===== src/rtl/qss_pkg.sv =====
package qss_pkg;
  typedef enum logic [2:0] {
    SM_RR_ALL   = 3'd0,
    SM_RR_SKIP  = 3'd1,
    SM_RR_DRAIN = 3'd2,
    SM_PRI      = 3'd3,
    SM_PRI_DRAIN = 3'd4
  } sched_mode_e;
endpackage


===== src/rtl/qss_quantum.sv =====
module qss_quantum #(
  parameter int QW = 16
) (
  input  logic          clk,
  input  logic          rst_n,
  input  logic          run_i,
  input  logic [QW-1:0] qlen_i,
  output logic          tick_o
);
  logic [QW-1:0] cnt_q, cnt_d, qlen_eff;

  assign qlen_eff = (qlen_i == '0) ? QW'(1) : qlen_i;
  assign tick_o   = run_i && (cnt_q == qlen_eff - 1'b1);

  always_comb begin
    if (!run_i || tick_o) cnt_d = '0;
    else                  cnt_d = cnt_q + 1'b1;
  end

  always_ff @(posedge clk or negedge rst_n) begin
    if (!rst_n) cnt_q <= '0;
    else        cnt_q <= cnt_d;
  end
endmodule


===== src/rtl/qss_pick.sv =====
module qss_pick #(
  parameter int NQ = 16,
  parameter int PW = 4,
  parameter int IW = $clog2(NQ)
) (
  input  logic [IW-1:0]         start_i,
  input  logic [NQ-1:0]         elig_i,
  input  logic                  use_prio_i,
  input  logic [NQ-1:0][PW-1:0] prio_i,
  output logic                  found_o,
  output logic [IW-1:0]         qid_o
);
  logic [IW-1:0] idx;
  logic [PW-1:0] key, best;
  logic          hit;

  always_comb begin
    hit   = 1'b0;
    qid_o = '0;
    best  = '0;
    idx   = '0;
    key   = '0;
    for (int k = 1; k <= NQ; k++) begin
      idx = IW'((int'(start_i) + k) % NQ);
      key = use_prio_i ? prio_i[idx] : '0;
      if (elig_i[idx] && (!hit || key > best)) begin
        hit   = 1'b1;
        best  = key;
        qid_o = idx;
      end
    end
    found_o = hit;
  end
endmodule


===== src/rtl/qss_victim.sv =====
module qss_victim #(
  parameter int NS = 4,
  parameter int IW = 4,
  parameter int PW = 4,
  parameter int SW = (NS > 1) ? $clog2(NS) : 1
) (
  input  logic [NS-1:0]         valid_i,
  input  logic [NS-1:0]         empty_i,
  input  logic [NS-1:0][PW-1:0] prio_i,
  input  logic                  use_low_i,
  input  logic [SW-1:0]         vptr_i,
  output logic [SW-1:0]         victim_o
);
  logic          got;
  logic [PW-1:0] low;

  always_comb begin
    got      = 1'b0;
    victim_o = vptr_i;
    low      = '0;
    for (int s = 0; s < NS; s++) begin
      if (!valid_i[s] && !got) begin
        got      = 1'b1;
        victim_o = SW'(s);
      end
    end
    if (!got && use_low_i) begin
      for (int s = 0; s < NS; s++) begin
        if (empty_i[s] && !got) begin
          got      = 1'b1;
          victim_o = SW'(s);
        end
      end
      if (!got) begin
        low      = prio_i[0];
        victim_o = '0;
        for (int s = 1; s < NS; s++) begin
          if (prio_i[s] < low) begin
            low      = prio_i[s];
            victim_o = SW'(s);
          end
        end
      end
    end
  end
endmodule


===== src/rtl/qslot_sched.sv =====
module qslot_sched #(
  parameter int NQ = 16,
  parameter int NS = 4,
  parameter int PW = 4,
  parameter int QW = 16,
  parameter int IW = $clog2(NQ),
  parameter int SW = (NS > 1) ? $clog2(NS) : 1
) (
  input  logic             clk,
  input  logic             rst_n,
  input  logic             run_i,
  input  logic [2:0]       mode_i,
  input  logic [QW-1:0]    quantum_i,
  input  logic             cfg_we_i,
  input  logic [IW-1:0]    cfg_idx_i,
  input  logic [PW-1:0]    cfg_prio_i,
  input  logic [NQ-1:0]    q_nonempty_i,
  input  logic [NQ-1:0]    q_ready_i,
  output logic [NS-1:0]    slot_valid_o,
  output logic [NS*IW-1:0] slot_qid_o,
  output logic             map_o,
  output logic [SW-1:0]    map_slot_o,
  output logic [IW-1:0]    map_qid_o,
  output logic             unmap_o,
  output logic [SW-1:0]    unmap_slot_o,
  output logic [IW-1:0]    unmap_qid_o
);
  import qss_pkg::*;

  sched_mode_e                 mode_q;
  logic [QW-1:0]               qlen_q;
  logic [NQ-1:0][PW-1:0]       prio_q;
  logic [NS-1:0]               slot_v_q, slot_v_d;
  logic [NS-1:0][IW-1:0]       slot_id_q, slot_id_d;
  logic [IW-1:0]               lastq_q, lastq_d;
  logic [SW-1:0]               vptr_q, vptr_d;
  logic                        map_d, unmap_d;
  logic [SW-1:0]               map_slot_d, unmap_slot_d;
  logic [IW-1:0]               map_id_d, unmap_id_d;

  logic                        tick, found, use_prio, drain_en, ev_hit;
  logic [IW-1:0]               pick;
  logic [SW-1:0]               victim, ev_slot;
  logic [NQ-1:0]               mapped, elig;
  logic [NS-1:0]               slot_empty;
  logic [NS-1:0][PW-1:0]       slot_prio;

  assign use_prio = (mode_q == SM_PRI) || (mode_q == SM_PRI_DRAIN);
  assign drain_en = (mode_q == SM_RR_DRAIN) || (mode_q == SM_PRI_DRAIN);

  for (genvar s = 0; s < NS; s++) begin : g_slot
    assign slot_empty[s]               = slot_v_q[s] && !q_nonempty_i[slot_id_q[s]];
    assign slot_prio[s]                = prio_q[slot_id_q[s]];
    assign slot_qid_o[s*IW +: IW]      = slot_id_q[s];
  end

  always_comb begin
    mapped = '0;
    for (int s = 0; s < NS; s++)
      if (slot_v_q[s]) mapped[slot_id_q[s]] = 1'b1;
  end

  always_comb begin
    case (mode_q)
      SM_RR_SKIP, SM_RR_DRAIN: elig = ~mapped & q_nonempty_i;
      SM_PRI, SM_PRI_DRAIN:    elig = ~mapped & q_ready_i;
      default:                 elig = ~mapped;
    endcase
  end

  always_comb begin
    ev_hit  = 1'b0;
    ev_slot = '0;
    for (int s = 0; s < NS; s++) begin
      if (slot_empty[s] && !ev_hit) begin
        ev_hit  = 1'b1;
        ev_slot = SW'(s);
      end
    end
  end

  qss_quantum #(.QW(QW)) quantum_i0 (
    .clk(clk), .rst_n(rst_n), .run_i(run_i), .qlen_i(qlen_q), .tick_o(tick)
  );

  qss_pick #(.NQ(NQ), .PW(PW), .IW(IW)) pick_i0 (
    .start_i(lastq_q), .elig_i(elig), .use_prio_i(use_prio),
    .prio_i(prio_q), .found_o(found), .qid_o(pick)
  );

  qss_victim #(.NS(NS), .IW(IW), .PW(PW), .SW(SW)) victim_i0 (
    .valid_i(slot_v_q), .empty_i(slot_empty), .prio_i(slot_prio),
    .use_low_i(mode_q == SM_PRI_DRAIN), .vptr_i(vptr_q), .victim_o(victim)
  );

  always_comb begin
    slot_v_d     = slot_v_q;
    slot_id_d    = slot_id_q;
    lastq_d      = lastq_q;
    vptr_d       = vptr_q;
    map_d        = 1'b0;
    map_slot_d   = '0;
    map_id_d     = '0;
    unmap_d      = 1'b0;
    unmap_slot_d = '0;
    unmap_id_d   = '0;
    if (tick && found) begin
      slot_v_d[victim]  = 1'b1;
      slot_id_d[victim] = pick;
      lastq_d           = pick;
      vptr_d            = (victim == SW'(NS - 1)) ? '0 : victim + 1'b1;
      map_d             = 1'b1;
      map_slot_d        = victim;
      map_id_d          = pick;
      unmap_d           = slot_v_q[victim];
      unmap_slot_d      = victim;
      unmap_id_d        = slot_id_q[victim];
    end else if (run_i && drain_en && ev_hit) begin
      slot_v_d[ev_slot] = 1'b0;
      unmap_d           = 1'b1;
      unmap_slot_d      = ev_slot;
      unmap_id_d        = slot_id_q[ev_slot];
    end
  end

  always_ff @(posedge clk or negedge rst_n) begin
    if (!rst_n) begin
      mode_q       <= SM_RR_ALL;
      qlen_q       <= QW'(1);
      prio_q       <= {NQ{PW'(1)}};
      slot_v_q     <= '0;
      slot_id_q    <= '0;
      lastq_q      <= IW'(NQ - 1);
      vptr_q       <= '0;
      map_o        <= 1'b0;
      map_slot_o   <= '0;
      map_qid_o    <= '0;
      unmap_o      <= 1'b0;
      unmap_slot_o <= '0;
      unmap_qid_o  <= '0;
    end else begin
      if (!run_i) begin
        mode_q <= sched_mode_e'(mode_i);
        qlen_q <= quantum_i;
      end
      if (cfg_we_i) prio_q[cfg_idx_i] <= cfg_prio_i;
      slot_v_q     <= slot_v_d;
      slot_id_q    <= slot_id_d;
      lastq_q      <= lastq_d;
      vptr_q       <= vptr_d;
      map_o        <= map_d;
      map_slot_o   <= map_slot_d;
      map_qid_o    <= map_id_d;
      unmap_o      <= unmap_d;
      unmap_slot_o <= unmap_slot_d;
      unmap_qid_o  <= unmap_id_d;
    end
  end

  assign slot_valid_o = slot_v_q;
endmodule


===== config.mk =====
export PLATFORM = sky130hd
export DESIGN_NAME = qslot_sched
export DESIGN_NICKNAME = d
export VERILOG_FILES = /design/src/rtl/qss_pkg.sv /design/src/rtl/qss_quantum.sv /design/src/rtl/qss_pick.sv /design/src/rtl/qss_victim.sv /design/src/rtl/qslot_sched.sv
export SDC_FILE = /design/constraint.sdc
export NUM_CORES = 1
export LEC_CHECK = 0
export BUFFER_PORTS_ARGS = -buffer_cell sky130_fd_sc_hd__clkbuf_2
export CORE_AREA = 2 2 196 198
export CTS_CLUSTER_SIZE = 40
export DETAILED_ROUTE_END_ITERATION = 8
export DIE_AREA = 0 0 198 200
export GPL_TIMING_DRIVEN = 0
export PLACE_DENSITY = 0.76
export SKIP_CTS_REPAIR_TIMING = 1
export SLEW_MARGIN = 20
export SYNTH_ARGS = -nofsm -noshare
export SYNTH_HDL_FRONTEND = slang
export SYNTH_HIERARCHICAL = 1
export SYNTH_SLANG_ARGS = --single-unit

===== constraint.sdc =====
create_clock -name clk -period 41.9 [get_ports clk]
set_input_delay 0 -clock clk [delete_from_list [all_inputs] [get_ports clk]]
set_output_delay 0 -clock clk [all_outputs]
set_load 0.1 [all_outputs]

; ---- Word level (Yosys, flattened, before mapping)
; Index checks and enable logic that the tools add are counted.
[classes]
n_bitwise = 9
magnitude_cmp = 48
mux = 224
add_sub_neg = 19
n_reduce_logical = 95
n_eq_ne = 6
[ops]
columns = operator, count
row1 = 4-bit two-way mux, 82
row2 = 4-bit binary-select mux with 4-bit select, 20
row3 = "4-bit by 5-bit less-than comparator with 1-bit output, second input constant", 21
row4 = 16-bit two-way mux, 6
row5 = 1-bit binary-select mux with 4-bit select, 20
row6 = 64-bit bitwise mux, 1
row7 = 1-bit two-way mux, 64
row8 = 4-bit > comparator, 15
row9 = 16-bit bitwise OR, 3
row10 = 1-bit logical AND, 41
row11 = 2-bit two-way mux, 18
row12 = "4-bit adder, second input constant", 8
row13 = 16-bit AND, 2
row14 = 1-bit zero test, 32
row15 = 16-bit one-hot mux with 2 select lines, 1
row16 = "4-bit by 1-bit >= comparator with 1-bit output, second input constant", 5
row17 = 1-bit logical OR, 18
row18 = "16-bit by 1-bit adder with 16-bit output, second input constant", 1
row19 = "4-bit by 3-bit adder with 4-bit output, second input constant", 4
row20 = 4-bit binary-select mux with 2-bit select, 2
row21 = 16-bit bitwise mux, 1
row22 = 1-bit demux with 4-bit select, 4
row23 = 4-bit demux with 4-bit select, 1
row24 = 16-bit == test, 1
row25 = 21 further kinds, 30
[word_totals]
regBits = 139
word_cells = 433
out_inout_bits = 34
inputBits = 63

; ---- Longest topological paths before layout
; Gate-level depths: netlist of the first run.
[depth]
word_depth = 79
mapped_depth = 163
mapped_depth_nobuf = 147

; ---- Modules after synthesis
; Netlist of the first run, hierarchy kept.
[modules_own_cells]
columns = module, area_per_inst_um2, n_inst, cells_each
row1 = qslot_sched, 8669.6, 1, 696
row2 = qss_pick, 8077.7, 1, 941
row3 = qss_quantum, 1338.8, 1, 154
row4 = qss_victim, 504.2, 1, 67

; ---- Worst setup path before layout of the first run
; OpenSTA, ideal clock, no wires.
[synth_timing]
path_type = register -> register
from = reg lastq_q[0]
to = reg lastq_q[3]
path_stages_with_launch = 155
t_required_ps = 41823
setup_ps = 77
synth_period_minus_slack_ps = 27363
path_slack_ps = 14537
t_arrival_ps = 27286
path_cell_list = dfstp_2 -> buf_6 -> buf_8 -> buf_6 -> buf_6 -> buf_4 -> buf_2 -> buf_4 -> inv_1 -> ha_1 -> buf_2 -> buf_2 -> buf_1 -> buf_2 -> mux4_2 -> mux2i_1 -> nand2_1 -> ha_1 -> (+119 left out) -> nand2_1 -> nand2_1 -> clkbuf_1 -> a221oi_2 -> ha_1 -> nor2b_1 -> o21ai_0 -> nand2b_1 -> a21oi_1 -> a41o_1 -> o21ai_0 -> nand2b_1 -> clkbuf_1 -> nand3_1 -> o211ai_1 -> a21oi_1 -> and3_1 -> a21o_1
[synth_between]
elab_cells_between_ends = 204
cone_classes = 16 x add/sub / 15 x order compare / 127 x mux / 46 x reduce/logical
[synth_rtl]
columns = item, line
row1 = from (decl), qslot_sched.sv:35  ; logic [IW-1:0] lastq_q, lastq_d;
row2 = from (signal assigned), qslot_sched.sv:133  ; lastq_q <= IW'(NQ - 1);
row3 = from (signal assigned), qslot_sched.sv:149  ; lastq_q <= lastq_d;
row4 = 4-bit by 1-bit adder with 4-bit output, qss_pick.sv:24  ; idx = IW'((int'(start_i) + k) % NQ);
row5 = 4-bit binary-select mux with 4-bit select, qss_pick.sv:25  ; key = use_prio_i ? prio_i[idx] : '0;
row6 = 4-bit two-way mux (implied by the code), qss_pick.sv:25
row7 = 4-bit two-way mux, qss_pick.sv:25
row8 = 4-bit two-way mux, qss_pick.sv:26  ; if (elig_i[idx] && (!hit || key > best)) begin
row9 = 4-bit > comparator, qss_pick.sv:26
row10 = 1-bit logical OR, qss_pick.sv:26
row11 = 1-bit logical AND, qss_pick.sv:26
row12 = (+50 left out), --
row13 = 1-bit logical OR, qss_pick.sv:26
row14 = 1-bit logical AND, qss_pick.sv:26
row15 = 4-bit two-way mux or 1-bit two-way mux (tied branches), qss_pick.sv:26
row16 = 4-bit > comparator or 1-bit zero test (tied branches), qss_pick.sv:26
row17 = 1-bit logical OR, qss_pick.sv:26
row18 = 1-bit logical AND, qss_pick.sv:26
row19 = 4-bit two-way mux (*), qss_pick.sv:26
row20 = via pick[3], qslot_sched.sv:42  ; logic [IW-1:0] pick;
; The timed path passes the listed nets; every way through them passes the cells marked *. The select of a mux whose other input is x is not followed.
; A chain may end at the register's enable or synchronous reset.

; ---- Final worst setup path of the first run
[layout_timing]
from = reg lastq_q[0]
to = reg lastq_q[2]
; The elaborated chain is that of the path after synthesis.

==> results of run 1 <==
[final timing paths]
path                            startpoint  cells past startpoint                  end
worst min register to register   vptr_q[1]                      2            vptr_q[1]
worst min-delay path                 run_i                      3  quantum_i0/cnt_q[2]
max in group asynchronous            rst_n                      3           prio_q[52]
min in group asynchronous            rst_n                      2            qlen_q[2]
worst max register to register  lastq_q[0]                    154           lastq_q[2]
worst max-delay path            lastq_q[0]                    154           lastq_q[2]
[registers in the layout (all words and copies together) (netlist names)]
name / cells
map_o: 1
mode_q: 3
quantum_i0/cnt_q: 16
unmap_slot_o: 2
lastq_q: 4
slot_valid_o: 4
map_slot_o: 2
map_qid_o: 4
prio_q: 64
unmap_o: 1
qlen_q: 16
vptr_q: 2
slot_qid_o: 16
unmap_qid_o: 4
[metal layers]
metal | global-route usage | vias up | part of all wire | wire [µm]
li1 | - | 7546 | - | -
met1 | 0.5076 | 8923 | 0.39 | 28560
met4 | 0.1690 | 0 | 0.054 | 4027
met2 | 0.5601 | 1401 | 0.44 | 32490
met5 | 0 | - | 0 | 0
met3 | 0.09089 | 279 | 0.12 | 9008
[area by class of cell]
class                      count  area [µm²]  share of cell area
inverter                      49       190.2            0.009224
multi-input combinational   1545       14300              0.6934
buffer                       125       623.1             0.03022
clock buffer                  18       429.2             0.02082
tap                          511       639.4             0.03101
clock inverter                14       175.2            0.008496
sequential                   139        3505              0.1700
antenna                        2       5.005           0.0002427
timing repair buffer         121       754.5             0.03659
[kinds of logic (layout without fill, tap and decap cells)]
kind of cell               Yosys count  after routing  synth area share
and+or+nand+nor                    602            602            0.1617
muxes                              445            445            0.3772
AOI/OAI and AO/OA                  367            367            0.1498
buffers and inverters              174            327           0.04375
DFF                                139            139            0.1885
adders and majority gates           84             84           0.05654
xor gates and xnor gates            47             47           0.02255
other                                0              2                 0
[cells in the final DEF (no fill, tap or decap), drive strengths merged, types with 10 or more instances in the layout]
| cell | instances |
|---|---|
| a2111oi | 10 |
| nor2 | 146 |
| a21o | 14 |
| a21oi | 71 |
| o211ai | 23 |
| o22ai | 11 |
| nand2 | 181 |
| dfstp | 21 |
| mux2i | 127 |
| a31oi | 19 |
| nand4 | 18 |
| ha | 84 |
| mux2 | 129 |
| xnor2 | 28 |
| clkbuf | 177 |
| nand3 | 40 |
| o41ai | 10 |
| o31ai | 15 |
| dfrtp | 118 |
| buf | 63 |
| nor2b | 27 |
| mux4 | 189 |
| inv | 55 |
| and2 | 26 |
| nand3b | 15 |
| xor2 | 19 |
| dlygate4sd3 | 24 |
| nand2b | 16 |
| and3 | 47 |
| o21ai | 59 |
| nor3 | 33 |
| o21a | 27 |
| a22oi | 11 |
| or2 | 11 |
[critical path: cells and delay by family, from the launching register on]
family | cells | cell delay, ns
multiplexers | 4 | 1.29
adder cells (fa/ha/maj) | 16 | 4.44
flip-flops | 1 | 0.56
AND/OR/NAND/NOR | 41 | 7.78
AO/OA/AOI/OAI | 70 | 14.54
buffers and inverters | 23 | 6.84
[through the flow]
stage | cells | hold WS, ns | utilization | cell area (µm²)
after floorplan | 1858 | -0.2956 | - | 18590
after detailed placement | 2466 | -0.02571 | 0.5281 | 19750
after CTS | 2498 | -0.4887 | 0.5442 | 20350
final | 2524 | 0.006959 | 0.5513 | 20620
after global routing | 2522 | 0.01285 | 0.5511 | 20610
after global placement | 2463 | 0.2328 | 0.5267 | 19700
==> results.sh, run 1 <==
export IMPL_start_util=0.4971
export IMPL_finalWorstSetupSlack_ns=6.266
export IMPL_hold_class="input port to flip-flop"
export IMPL_synth_edf_count=0
export IMPL_cts_root_buf="clkbuf_16"
export IMPL_clkSinkCount=139
export IMPL_post_synth_top_count_cell="mux4_2"
export IMPL_final_setup_viol_count=0
export IMPL_cts_tree="done"
export IMPL_areaGrowthSynthToFinish_pct=10.90
export IMPL_critical_path_required_ns=42.27
export IMPL_viasPerCell=7.191
export IMPL_core_area_um2=37400
export IMPL_routed_wl_um=74080
export IMPL_fp_row_count=71
export IMPL_synth_largest_area_cell="mux4_2"
export IMPL_gp_congestion=1.023
export IMPL_ys_async_sr_fraction=1.000
export IMPL_pin_count=97
export IMPL_syn_area_um2=18590
export IMPL_cp_start_kind="flip-flop"
export IMPL_fin_tns_setup_ns=0
export IMPL_nets=2145
export IMPL_clk_pin_slew_ns=0.08
export IMPL_synth_ff_type="dfrtp_1"
export IMPL_synth_seq_cells=139
export IMPL_rsz0062_at_grt="false"
export IMPL_io_buffers=94
export IMPL_ys_seq_area_frac=0.1885
export IMPL_insertion_delay_ns=0.43
export IMPL_rrSetupSlack_ns=6.27
export IMPL_hpwl_um=57160
export IMPL_via_count=18150
export IMPL_hold_viol_final=0
export IMPL_place_ws_ns=7.264
export IMPL_postRouteAntennaNets=0
export IMPL_fmax_mhz=28.06
export IMPL_wire_per_inst_um=29.35
export IMPL_yosys_warnings=6
export IMPL_die_area_um2=39600
export IMPL_track_usage=0.3715
export IMPL_worst_slew_pin_slew_ns=1.142
export IMPL_synth_area_leaders="mux4_2, dfrtp_1, mux2_2, mux2i_1, ha_1"
export IMPL_critPathCaptureType="flip-flop"
export IMPL_drt_pass1_iterations=6
export IMPL_critPathKind="flip-flop to flip-flop"
export IMPL_fin_crit_sh=0.8505
export IMPL_clockBufferDepth=2
export IMPL_fin_skew_ns=0.02333
export IMPL_cap_violations=0
export IMPL_grt_ovfl_total=0
export IMPL_critPathMaxFanout=10
export IMPL_min_period_ns=35.63
export IMPL_synth_top_area_share=0.2278
export IMPL_synth_common_cells="mux4_2, nand2_1, nor2_1"
export IMPL_grt_pass1_vias=17260
export IMPL_drive_gt1_frac=0.2879
export IMPL_antenna_found_initial=1
export IMPL_htree_num_levels=4
export IMPL_dieHeight_um=200
export IMPL_crit_path_max_incr_delay_ns=0.64
export IMPL_synthCells=1858
export IMPL_crit_path_top_delay_cell="a32oi_1"
export IMPL_grt_max_degree=95
export IMPL_synth_cell_types=108
export IMPL_fillers=3232
export IMPL_drt_iter0_drc=2151
export IMPL_relSlewSlack=0.2371
export IMPL_die_x_um=198
export IMPL_synth_nets=2005
export IMPL_post_route_drc_count=0
export IMPL_arrival_ns=36.01
export IMPL_numCtsBuffers=17
export IMPL_grt_first_pass_wirelength_um=109200
export IMPL_avgSynthCellArea_um2=10.01
export IMPL_status="completed"
export IMPL_finalMaxSlewViolations=0
Power of run 1 is left out: the tool's default activity adds up to more than one toggle a clock period on the data nets, which glitch-free logic cannot reach.
==> inputs of run 2 (changes only) <==
--- a/config.mk
+++ b/config.mk
@@ -12,6 +12,7 @@
 export DIE_AREA = 0 0 198 200
 export GPL_TIMING_DRIVEN = 0
 export PLACE_DENSITY = 0.76
+export REMOVE_ABC_BUFFERS = 1
 export SKIP_CTS_REPAIR_TIMING = 1
 export SLEW_MARGIN = 20
 export SYNTH_ARGS = -nofsm -noshare
==> results.sh, run 2 (synthesized netlist as in run 1, its figures left out) <==
export IMPL_nets=2029
export IMPL_areaGrowthSynthToFinish_pct=9.826
export IMPL_status="completed"
export IMPL_hold_viol_final=0
export IMPL_crit_path_top_delay_cell="dfrtp_1"
export IMPL_hold_start="cfg_prio_i[2]"
export IMPL_start_util=0.4971
export IMPL_routed_wl_um=63750
export IMPL_track_usage=0.3199
export IMPL_critPathMaxFanout=21
export IMPL_grt_max_degree=84
export IMPL_io_buffers=96
export IMPL_utilization=0.5459
export IMPL_min_period_ns=34.54
export IMPL_insertion_delay_ns=0.43
export IMPL_viasPerCell=7.091
export IMPL_critPathKind="flip-flop to flip-flop"
export IMPL_gp_congestion=1.008
export IMPL_final_common_cell="mux4_2"
export IMPL_hold_ws_ns=0.05468
export IMPL_wire_per_inst_um=26.50
export IMPL_die_area_um2=39600
export IMPL_clk_pin_slew_ns=0.06
export IMPL_antenna_found_initial=1
export IMPL_drive_gt1_frac=0.2950
export IMPL_fin_tns_setup_ns=0
export IMPL_cts_tree="done"
export IMPL_arrival_ns=34.92
export IMPL_cap_violations=0
export IMPL_fin_skew_ns=0.01103
export IMPL_relSlewSlack=0.2214
export IMPL_final_setup_viol_count=0
export IMPL_rsz0062_at_grt="false"
export IMPL_critPathCaptureType="flip-flop"
export IMPL_largest_register_ff_count=64
export IMPL_via_count=17060
export IMPL_postRouteAntennaNets=0
export IMPL_grt_ovfl_total=0
export IMPL_cts_root_buf="clkbuf_16"
export IMPL_htree_num_levels=4
export IMPL_r2r_start="mode_q[1]"
export IMPL_fmax_mhz=28.95
export IMPL_drt_iter0_drc=1913
export IMPL_clkSinkCount=139
export IMPL_min_path_cells=2
export IMPL_finalMaxSlewViolations=0
export IMPL_grt_first_pass_wirelength_um=96570
export IMPL_grt_pass1_vias=16220
export IMPL_cp_common_cell="o21a_1"
export IMPL_clockBufferDepth=2
export IMPL_numCtsBuffers=17
export IMPL_insertedDiodeCount=0
export IMPL_drt_pass1_iterations=7
export IMPL_largest_register="prio_q"
export IMPL_post_route_drc_count=0
export IMPL_fp_row_count=71
export IMPL_rrSetupSlack_ns=7.36
export IMPL_hold_end="prio_q[6]"
export IMPL_critical_path_required_ns=42.28
export IMPL_cp_start_kind="flip-flop"
export IMPL_layout_common_cells="mux4_2, nand2_1, nor2_1"
export IMPL_hold_class="input port to flip-flop"
export IMPL_die_x_um=198
export IMPL_hpwl_um=48880
export IMPL_dieHeight_um=200
export IMPL_worstRegToRegCells=137
export IMPL_core_area_um2=37400
export IMPL_worst_slew_pin_slew_ns=1.160
export IMPL_worstReg2RegEnd="lastq_q[2]"
export IMPL_pin_count=97
export IMPL_crit_path_max_incr_delay_ns=1.07
export IMPL_fin_crit_sh=0.8244
run 2: changes by cell type in the layout (fill, tap and decap cells not counted), sizes merged:
cell         previous run  this run
inv                    55        47
dlygate4sd3            24        20
bufinv                  2         9
clkbuf                177       113
clkinv                  4         7
diode                   2         0
buf                    63        14
clkinvlp                2         1
run 2: worst max-delay path by stage:
stage / slack [ns] / start / endpoint / cells after the start
floorplan: 13.30 / lastq_q[0] / lastq_q[3] / 136
global placement: 5.47 / mode_q[1] / lastq_q[2] / 133
detailed placement: 8.40 / mode_q[1] / lastq_q[2] / 139
CTS: 8.19 / mode_q[1] / lastq_q[2] / 137
global route: 5.55 / mode_q[1] / lastq_q[2] / 139
finish: 7.36 / mode_q[1] / lastq_q[2] / 137
run 2: metal layers:
metal,vias to the layer above,global-route usage,part of all wire,routed length (µm)
li1,7302,-,-,-
met1,8513,0.4149,0.38,24200
met2,1022,0.5278,0.48,30660
met3,222,0.05595,0.092,5882
met4,2,0.1429,0.047,3000
met5,-,0,0.00028,18
run 2: per-stage QoR:
stage	worst slack, ns	instances	area, µm²
5_1_grt	5.551	2406	20420
4_1_cts	8.186	2386	20200
3_3_place_gp	5.468	2340	19090
6_report	7.359	2406	20420
3_5_place_dp	8.401	2354	19460
2_1_floorplan	13.30	1733	17970
run 2: worst max-delay path, delay by kind of cell, from the launching register on:
kind	cells	cell delay [ns]
compound gates	71	16.19
fa+ha+maj	15	4.26
buf+inv	2	0.16
flops	1	1.07
mux	3	1.02
simple gates	46	11.70
run 2: cell type report:
| cell class | count | area (µm²) |
|---|---|---|
| Multi-Input combinational cell | 1545 | 14360 |
| Fill cell | 3195 | 16980 |
| Sequential cell | 139 | 3521 |
| Clock inverter | 15 | 317.8 |
| Clock buffer | 17 | 425.4 |
| Inverter | 49 | 190.2 |
| Timing Repair Buffer | 130 | 959.7 |
| Tap cell | 511 | 639.4 |
Power of run 2 is left out for the same reason.
